$ cat config.mk
export PLATFORM = sky130hd
export DESIGN_NAME = alu_core
export DESIGN_NICKNAME = d
export VERILOG_FILES = /design/src/rtl/alu_pkg.sv /design/src/rtl/alu_addsub.sv /design/src/rtl/alu_logic.sv /design/src/rtl/alu_shift.sv /design/src/rtl/alu_flags.sv /design/src/rtl/alu_core.sv
export SDC_FILE = /design/constraint.sdc
export NUM_CORES = 1
export LEC_CHECK = 0
export ABC_AREA = 1
export BUFFER_PORTS_ARGS = -buffer_cell sky130_fd_sc_hd__buf_2
export CAP_MARGIN = 5
export CORE_UTILIZATION = 45
export DETAILED_ROUTE_END_ITERATION = 6
export MAX_ROUTING_LAYER = met4
export PLACE_DENSITY = 0.71
export SLEW_MARGIN = 15
export SYNTH_ARGS = -nofsm -noshare
export SYNTH_HDL_FRONTEND = slang
export SYNTH_SLANG_ARGS = --single-unit
$ cat constraint.sdc
create_clock -name vclk -period 18.75
set_clock_uncertainty 0.2 [all_clocks]
set_input_delay 4.6875 -clock vclk [all_inputs]
set_output_delay 4.6875 -clock vclk [all_outputs]
set_load 0.005 [all_outputs]
$ cat src/rtl/alu_pkg.sv
package alu_pkg;

  typedef enum logic [3:0] {
    OP_ADD  = 4'd0,
    OP_SUB  = 4'd1,
    OP_NEG  = 4'd2,
    OP_CMP  = 4'd3,
    OP_AND  = 4'd4,
    OP_OR   = 4'd5,
    OP_XOR  = 4'd6,
    OP_NOT  = 4'd7,
    OP_TEST = 4'd8,
    OP_SHL  = 4'd9,
    OP_SHR  = 4'd10,
    OP_SAR  = 4'd11,
    OP_ROL  = 4'd12,
    OP_ROR  = 4'd13
  } alu_op_e;

  typedef enum logic [1:0] {
    GRP_ARITH = 2'd0,
    GRP_LOGIC = 2'd1,
    GRP_SHIFT = 2'd2,
    GRP_NONE  = 2'd3
  } alu_grp_e;

  // Datapath group that owns an opcode
  function automatic alu_grp_e op_group(input logic [3:0] op);
    if (op <= 4'd3)       return GRP_ARITH;
    else if (op <= 4'd8)  return GRP_LOGIC;
    else if (op <= 4'd13) return GRP_SHIFT;
    else                  return GRP_NONE;
  endfunction

  // Write qualifier: compare-style and reserved codes do not write
  function automatic logic op_writes(input logic [3:0] op);
    return !((op == 4'(OP_CMP)) || (op == 4'(OP_TEST)) || (op > 4'd13));
  endfunction

  // Adder needs the inverted second input and a forced carry
  function automatic logic op_inverts(input logic [3:0] op);
    return (op == 4'(OP_SUB)) || (op == 4'(OP_CMP)) || (op == 4'(OP_NEG));
  endfunction

endpackage

$ cat src/rtl/alu_addsub.sv
module alu_addsub
  import alu_pkg::*;
#(
  parameter int W = 32
) (
  input  logic [3:0]   op,
  input  logic [W-1:0] a,
  input  logic [W-1:0] b,
  output logic [W-1:0] sum,
  output logic         c_into_msb,
  output logic         c_out_msb
);
  localparam int LW = W - 1;

  logic         is_neg;
  logic         inv;
  logic [W-1:0] x_in;
  logic [W-1:0] y_sel;
  logic [W-1:0] y_in;
  logic [LW:0]  low_sum;
  logic [1:0]   top_sum;

  always_comb begin
    is_neg  = (op == 4'(OP_NEG));
    inv     = op_inverts(op);
    x_in    = is_neg ? '0 : a;
    y_sel   = is_neg ? a : b;
    y_in    = inv ? ~y_sel : y_sel;
    low_sum = {1'b0, x_in[LW-1:0]} + {1'b0, y_in[LW-1:0]} + {{LW{1'b0}}, inv};
    top_sum = {1'b0, x_in[W-1]} + {1'b0, y_in[W-1]} + {1'b0, low_sum[LW]};
  end

  assign sum        = {top_sum[0], low_sum[LW-1:0]};
  assign c_into_msb = low_sum[LW];
  assign c_out_msb  = top_sum[1];

endmodule

$ cat src/rtl/alu_logic.sv
module alu_logic
  import alu_pkg::*;
#(
  parameter int W = 32
) (
  input  logic [3:0]   op,
  input  logic [W-1:0] a,
  input  logic [W-1:0] b,
  output logic [W-1:0] res
);
  for (genvar i = 0; i < W; i++) begin : g_bit
    always_comb begin
      case (op)
        4'(OP_AND), 4'(OP_TEST): res[i] = a[i] & b[i];
        4'(OP_OR):               res[i] = a[i] | b[i];
        4'(OP_XOR):              res[i] = a[i] ^ b[i];
        4'(OP_NOT):              res[i] = ~a[i];
        default:                 res[i] = 1'b0;
      endcase
    end
  end

endmodule

$ cat src/rtl/alu_shift.sv
module alu_shift
  import alu_pkg::*;
#(
  parameter int W = 32
) (
  input  logic [3:0]   op,
  input  logic [W-1:0] a,
  input  logic         cin,
  output logic [W-1:0] res,
  output logic         cout
);
  always_comb begin
    case (op)
      4'(OP_SHL): begin res = {a[W-2:0], 1'b0};    cout = a[W-1]; end
      4'(OP_SHR): begin res = {1'b0, a[W-1:1]};    cout = a[0];   end
      4'(OP_SAR): begin res = {a[W-1], a[W-1:1]};  cout = a[0];   end
      4'(OP_ROL): begin res = {a[W-2:0], cin};     cout = a[W-1]; end
      4'(OP_ROR): begin res = {cin, a[W-1:1]};     cout = a[0];   end
      default:    begin res = '0;                  cout = 1'b0;   end
    endcase
  end

endmodule

$ cat src/rtl/alu_flags.sv
module alu_flags
  import alu_pkg::*;
#(
  parameter int W = 32
) (
  input  alu_grp_e     grp,
  input  logic [W-1:0] res,
  input  logic         add_c_in_msb,
  input  logic         add_c_out,
  input  logic         shf_c_out,
  output logic         n,
  output logic         z,
  output logic         c,
  output logic         v
);
  always_comb begin
    n = res[W-1];
    z = ~|res;
    case (grp)
      GRP_ARITH: begin c = add_c_out; v = add_c_in_msb ^ add_c_out; end
      GRP_SHIFT: begin c = shf_c_out; v = 1'b0; end
      default:   begin c = 1'b0;      v = 1'b0; end
    endcase
  end

endmodule

$ cat src/rtl/alu_core.sv
module alu_core
  import alu_pkg::*;
#(
  parameter int W = 32
) (
  input  logic [W-1:0] opnd_a,
  input  logic [W-1:0] opnd_b,
  input  logic [3:0]   op_sel,
  input  logic         carry_in,
  output logic [W-1:0] result,
  output logic         result_we,
  output logic         flag_n,
  output logic         flag_z,
  output logic         flag_c,
  output logic         flag_v
);
  alu_grp_e     grp;
  logic [W-1:0] add_sum;
  logic [W-1:0] log_res;
  logic [W-1:0] shf_res;
  logic         add_c_msb;
  logic         add_c_out;
  logic         shf_c_out;

  assign grp       = op_group(op_sel);
  assign result_we = op_writes(op_sel);

  alu_addsub #(.W(W)) u_addsub (
    .op(op_sel), .a(opnd_a), .b(opnd_b),
    .sum(add_sum), .c_into_msb(add_c_msb), .c_out_msb(add_c_out)
  );

  alu_logic #(.W(W)) u_logic (
    .op(op_sel), .a(opnd_a), .b(opnd_b), .res(log_res)
  );

  alu_shift #(.W(W)) u_shift (
    .op(op_sel), .a(opnd_a), .cin(carry_in), .res(shf_res), .cout(shf_c_out)
  );

  always_comb begin
    case (grp)
      GRP_ARITH: result = add_sum;
      GRP_LOGIC: result = log_res;
      GRP_SHIFT: result = shf_res;
      default:   result = '0;
    endcase
  end

  alu_flags #(.W(W)) u_flags (
    .grp(grp), .res(result),
    .add_c_in_msb(add_c_msb), .add_c_out(add_c_out), .shf_c_out(shf_c_out),
    .n(flag_n), .z(flag_z), .c(flag_c), .v(flag_v)
  );

endmodule

==> flow_metrics.env, run 1 <==
export IMPL_outcome="complete, no violations"
export IMPL_worst_ep_arrival_time_ps=10130
export IMPL_largest_net_degree_at_the_start_of_global_routing=66
export IMPL_maximum_fanout_count_along_the_critical_path=65
export IMPL_totalWireLength_um=20800
export IMPL_core_rowCount=40
export IMPL_setup_worst_path_start_class="primary input"
export IMPL_cellLeakagePower_uw=0.00374
export IMPL_wl_per_cell_um=15.7
export IMPL_ioPinCount=106
export IMPL_worstSetupPathType="primary input to output pin"
export IMPL_finalWorstPathRequiredPeriod_ps=15020
export IMPL_postCtsResizedCells=0
export IMPL_grt_usage_pct=32.6
export IMPL_finalInstanceArea_um2=6340
export IMPL_grt_setup_unrepaired="no"
export IMPL_syn_nets=1243
export IMPL_antenna_diode_count=0
export IMPL_max_slew_worst_pin_slew_ps=1070
export IMPL_cts_hold_repair_buffers=0
export IMPL_dominant_combinational_cell_family_by_area_after_synthesis="simple AND/OR/NAND/NOR gates"
export IMPL_most_common_layout_cells="nand2_1, inv_1, nor2_1"
export IMPL_post_synth_mux_area_share_pct=0
export IMPL_grt_overflow_total=0
export IMPL_fin_crit_sh_pct=80.1
export IMPL_first_global_vias=6362
export IMPL_relSlewSlack_pct=28.3
export IMPL_seq_area_um2=0
export IMPL_gpl_final_weighted_congestion=0.974
export IMPL_cellPowerDensity_nw_per_um2=36.6
export IMPL_simple_gate_share_of_the_synthesized_area_pct=41.4
export IMPL_seq_cell_count=0
export IMPL_layoutNonFillerInstCount=1323
export IMPL_setup_tns_ps=0
export IMPL_worst_voltage_drop_across_the_vdd_grid_mv=0.0155
export IMPL_layout_cell_share_with_drive_strength_beyond_1_pct=11.3
export IMPL_area_post_placement_um2=6340
export IMPL_die_area_um2=13200
export IMPL_cp_required_ps=13860
export IMPL_layout_commonest_cell="nand2_1"
export IMPL_portBuffers=106
export IMPL_final_max_slew_viol_count=0
export IMPL_mappedNetlistArea_um2=5730
export IMPL_timing_hold_worst_class="primary input to output pin"
export IMPL_detail_route_first_pass_iterations=5
export IMPL_antenna_found_initial=0
export IMPL_yosys_warnings=0
export IMPL_crit_path_end_kind="output pin"
export IMPL_ant_nets=0
export IMPL_grt_pass1_wl_um=33100
export IMPL_fin_hold_ws_ps=9590
export IMPL_synthesis_area_per_instance_um2=5.31
export IMPL_fp_dieH_um=115
export IMPL_finalHoldViolations=0
export IMPL_layout_clock_buffers=0
export IMPL_yosysUniqueCellTypes=40
export IMPL_yosys_area_share_xor_xnor_pct=4.89
export IMPL_place_hpwl_um=16900
export IMPL_detailed_route_vias_per_instance=5.48
export IMPL_floorplan_core_area_um2=12200
export IMPL_area_delta_synth_final_pct=10.6
export IMPL_synth_adder_area_share_pct=21.2
export IMPL_starting_density_pct=46.9
export IMPL_cap_violations=0
export IMPL_die_width_um=115
export IMPL_setup_viol=0
export IMPL_postSynthCellCount=1078
export IMPL_post_route_drc_count=0
export IMPL_detailedRoute_firstIterationViolations=797
export IMPL_cts_setup_buffers=0
export IMPL_synth_compound_gate_area_share_pct=17.8
export IMPL_total_power_uw=232
export IMPL_seq_area_frac_synth_pct=0
export IMPL_fin_nets=1322
export IMPL_dp_cells=1323
export IMPL_num_vias=7244
export IMPL_max_freq_ghz=0.0666
==> layout make-up <==
cell class / instances / area, um^2
well taps: 168 / 210
repair buffers: 111 / 568
inverters: 176 / 661
fillers: 1352 / 5870
multi-input cells: 868 / 4900
==> power breakdown <==
group | total [uW] | internal [uW] | switching [uW] | leakage, uW
sequential | 0 | 0 | 0 | 0
combinational | 232 | 79.9 | 152 | 0.00374
clock | 0 | 0 | 0 | 0
==> synth_stat cells, types with 9 or more instances <==
cell type    n  share of area [%]
clkbuf_1    16                1.0
o22ai_1     23                2.5
a21oi_1     30                2.6
inv_1      173                 11
nand4_1     12                1.3
nor2_1     114                7.5
o2111ai_1   10                1.5
nand2_1    348                 23
a211oi_1    13                1.7
ha_1        94                 21
xor2_1      31                4.7
buf_2       10               0.87
nor3_1       9               0.79
o211ai_1    13                1.7
nand3_1     73                6.4
o21ai_0     47                4.1
==> per-layer routing <==
metal / up-vias / global-route usage, % / share of wire (%)
met4: 0 / 4.33 / 0.91
met1: 3227 / 49.5 / 48
met2: 356 / 47.2 / 41
met3: 16 / 2.48 / 9.6
li1: 3645 / - / -
met5: - / - / 0
==> metrics by stage <==
stage	setup slack, ps	utilization (%)
final	3730	51.9
after detailed placement	3830	51.9
after CTS	3820	51.9
after global routing	3200	51.9
after global placement	3960	51.9
after floorplan	5710	-
==> logic make-up after synthesis <==
group / Yosys count
AO/OA/AOI/OAI: 162
XOR/XNOR: 32
adder cells (fa/ha/maj): 96
buffers and inverters: 210
AND/OR/NAND/NOR: 578
==> critical path, cell delays in order <==
cell and delay (ps):
buf_2 120, nor2_2 90, buf_4 350, nand2_2 670
inv_1 1070, nor2_1 90, ha_1 410, nand2_1 120
nor2_1 170, inv_1 90, nor4_1 270, nand2_1 110
nand2_1 100, a31oi_2 150, fa_1 570, nor2_1 50
nor3_1 270, nand3_1 110, nor2_1 130, nand2_1 60
nor2_1 100, nand3_1 70, nor2_1 100, buf_2 120
==> final timing paths <==
kind  startpoint   endpoint  slack (ps)  depth (start not counted)
min    opnd_a[2]  result[1]        9590                          6
max    op_sel[2]     flag_z        3730                         24
Note: power is estimated with default switching activity, not from simulation.
==> inputs of run 2 (changes only) <==
- ABC_AREA: 1 -> 0
- clock period: 18.75 -> 15.14 ns (I/O delays scaled with it)
==> run 2 against run 1 <==
Net effect:
- combinational power is 36% higher
- wire length is 12% higher
- setup slack got worse by 2900 ps
- sequential cell count did not move
- area after synthesis increased by 2.1%
- final cell count decreased by 15%
- power increased by 36%
- first-iteration DRC count fell by 1.5%
- clock-buffer cell count did not move
- synthesized cell count shrank 16%
- utilization is 1.3 points lower
- global-route usage up 3.0 points
- critical endpoint unchanged
==> flow_metrics.env, run 2 <==
export IMPL_fin_hold_ws_ps=7800
export IMPL_area_delta_synth_final_pct=9.18
export IMPL_wl_per_cell_um=20.9
export IMPL_layout_cell_share_with_drive_strength_beyond_1_pct=14.0
export IMPL_grt_overflow_total=0
export IMPL_critical_path_n_buffers_inverters=4
export IMPL_first_global_vias=6690
export IMPL_layout_commonest_cell="buf_2"
export IMPL_synth_most_common_cell="nor2_1"
export IMPL_power_frac_clock_pct=0
export IMPL_die_width_um=116
export IMPL_outcome="complete, no violations"
export IMPL_totalWireLength_um=23300
export IMPL_crit_top_cell="nor2_1"
export IMPL_timing_hold_worst_class="primary input to output pin"
export IMPL_antenna_diode_count=0
export IMPL_sequentialPowerShare_pct=0
export IMPL_internal_power_uw=118
export IMPL_detailedRoute_firstIterationViolations=785
export IMPL_synth_adder_area_share_pct=20.8
export IMPL_post_synth_mux_area_share_pct=4.15
export IMPL_largest_net_degree_at_the_start_of_global_routing=44
export IMPL_starting_density_pct=46.3
export IMPL_maximum_fanout_count_along_the_critical_path=43
export IMPL_syn_nets=1066
export IMPL_worst_ep_arrival_time_ps=10280
export IMPL_mappedNetlistArea_um2=5850
export IMPL_finalHoldViolations=0
export IMPL_critical_path_startpoint="op_sel[1]"
export IMPL_ant_nets=0
export IMPL_detail_route_first_pass_iterations=7
export IMPL_fin_crit_sh_pct=94.2
export IMPL_synth_top_area_share_pct=20.1
export IMPL_yosys_area_share_xor_xnor_pct=7.64
export IMPL_seq_area_um2=0
export IMPL_finalWorstPathRequiredPeriod_ps=14270
export IMPL_floorplan_core_area_um2=12600
export IMPL_final_max_slew_viol_count=0
export IMPL_seq_area_frac_synth_pct=0
export IMPL_gpl_final_weighted_congestion=1.04
export IMPL_yosysUniqueCellTypes=71
export IMPL_fp_dieH_um=116
export IMPL_worst_voltage_drop_across_the_vdd_grid_mv=0.0288
export IMPL_setup_worst_path_start_class="primary input"
export IMPL_place_hpwl_um=18200
export IMPL_grt_pass1_wl_um=35900
export IMPL_post_route_drc_count=0
export IMPL_max_slew_worst_pin_slew_ps=1090
export IMPL_crit_path_end_kind="output pin"
export IMPL_simple_gate_share_of_the_synthesized_area_pct=22.0
export IMPL_synth_compound_gate_area_share_pct=35.8
export IMPL_relSlewSlack_pct=27.6
export IMPL_postSynthCellCount=901
export IMPL_cap_violations=0
export IMPL_switching_share_pct=62.6
export IMPL_setup_viol=0
export IMPL_max_freq_ghz=0.0701
export IMPL_num_vias=7205
export IMPL_cts_hold_repair_buffers=0
export IMPL_switching_power_uw=198
export IMPL_portBuffers=106
export IMPL_setup_tns_ps=0
export IMPL_multiInputGateArea_um2=5300
export IMPL_yosys_warnings=0
export IMPL_postCtsResizedCells=0
export IMPL_cellLeakagePower_uw=0.00304
export IMPL_cts_setup_buffers=0
export IMPL_layout_filler_cells=1344
export IMPL_cp_required_ps=11150
export IMPL_most_common_layout_cells="buf_2, nor2_1, ha_1"
export IMPL_synthesis_area_per_instance_um2=6.49
export IMPL_dominant_combinational_cell_family_by_area_after_synthesis="compound AO/OA/AOI/OAI gates"
export IMPL_cp_top_family="simple AND/OR/NAND/NOR gates"
export IMPL_fin_nets=1113
export IMPL_core_rowCount=41
export IMPL_antenna_found_initial=0
export IMPL_worst_hold_startpoint="opnd_a[27]"
export IMPL_ioPinCount=106
export IMPL_power_share_combinational_pct=100.0
export IMPL_worstSetupPathType="primary input to output pin"
export IMPL_grt_setup_unrepaired="no"
export IMPL_detailed_route_vias_per_instance=6.44
export IMPL_critPathMaxStageDelay_ps=680
export IMPL_layout_clock_buffers=0
export IMPL_grt_usage_pct=35.5
export IMPL_timing_critical_path_slowest_stage_cell="o31ai_1"
export IMPL_netlist_top_cells_area="ha_1, a21oi_1, nor2_1, xnor2_1, o21ai_0"
export IMPL_seq_cell_count=0
export IMPL_synth_largest_area_cell="ha_1"
export IMPL_top_post_synthesis_cells_by_count="nor2_1, ha_1, a21oi_1"
export IMPL_die_area_um2=13500
export IMPL_cellPowerDensity_nw_per_um2=49.5
[run 2: cell type report]
cell class	count	share of cell area, %
Timing Repair Buffer	115	9.37
Inverter	71	4.17
Multi-Input combinational cell	760	83.1
Tap cell	172	3.37
[run 2: final timing paths]
check	end	slack (ps)	cells past startpoint
max	flag_z	870	25
min	result[26]	7800	4
[run 2: power by group through the flow]
stage / Combinational [uW] / Clock, uW / Sequential (uW)
2_1_floorplan: 208 / 0 / 0
3_3_place_gp: 309 / 0 / 0
3_5_place_dp: 306 / 0 / 0
4_1_cts: 308 / 0 / 0
5_1_grt: 344 / 0 / 0
6_report: 316 / 0 / 0
[run 2: kinds of logic after synthesis]
group                      after synthesis
buffers and inverters                  141
and+or+nand+nor                        275
muxes                                   24
adders and majority gates               96
xor gates and xnor gates                51
AOI/OAI and AO/OA                      314
[run 2: routing by layer]
layer  routed length (um)  share of wire, %  track usage (%)  up-vias
li1                     -                 -                -     3376
met1                 9430                40             42.5     3298
met2                10500                45             57.7      434
met3                 1840               7.9             3.09       97
met4                 1580               6.7             21.9        0
met5                    0                 0                -        -
[run 2: stage by stage]
| step | setup slack, ps | utilization [%] | instance area (um^2) | total power, uW | instances |
|---|---|---|---|---|---|
| after floorplan | 1630 | - | 5850 | 208 | 901 |
| after global placement | 1300 | 50.6 | 6380 | 309 | 1118 |
| after detailed placement | 1090 | 50.6 | 6380 | 306 | 1118 |
| final | 875 | 50.6 | 6380 | 316 | 1118 |
| after global routing | 239 | 50.6 | 6380 | 344 | 1118 |
| after CTS | 1060 | 50.6 | 6380 | 308 | 1118 |
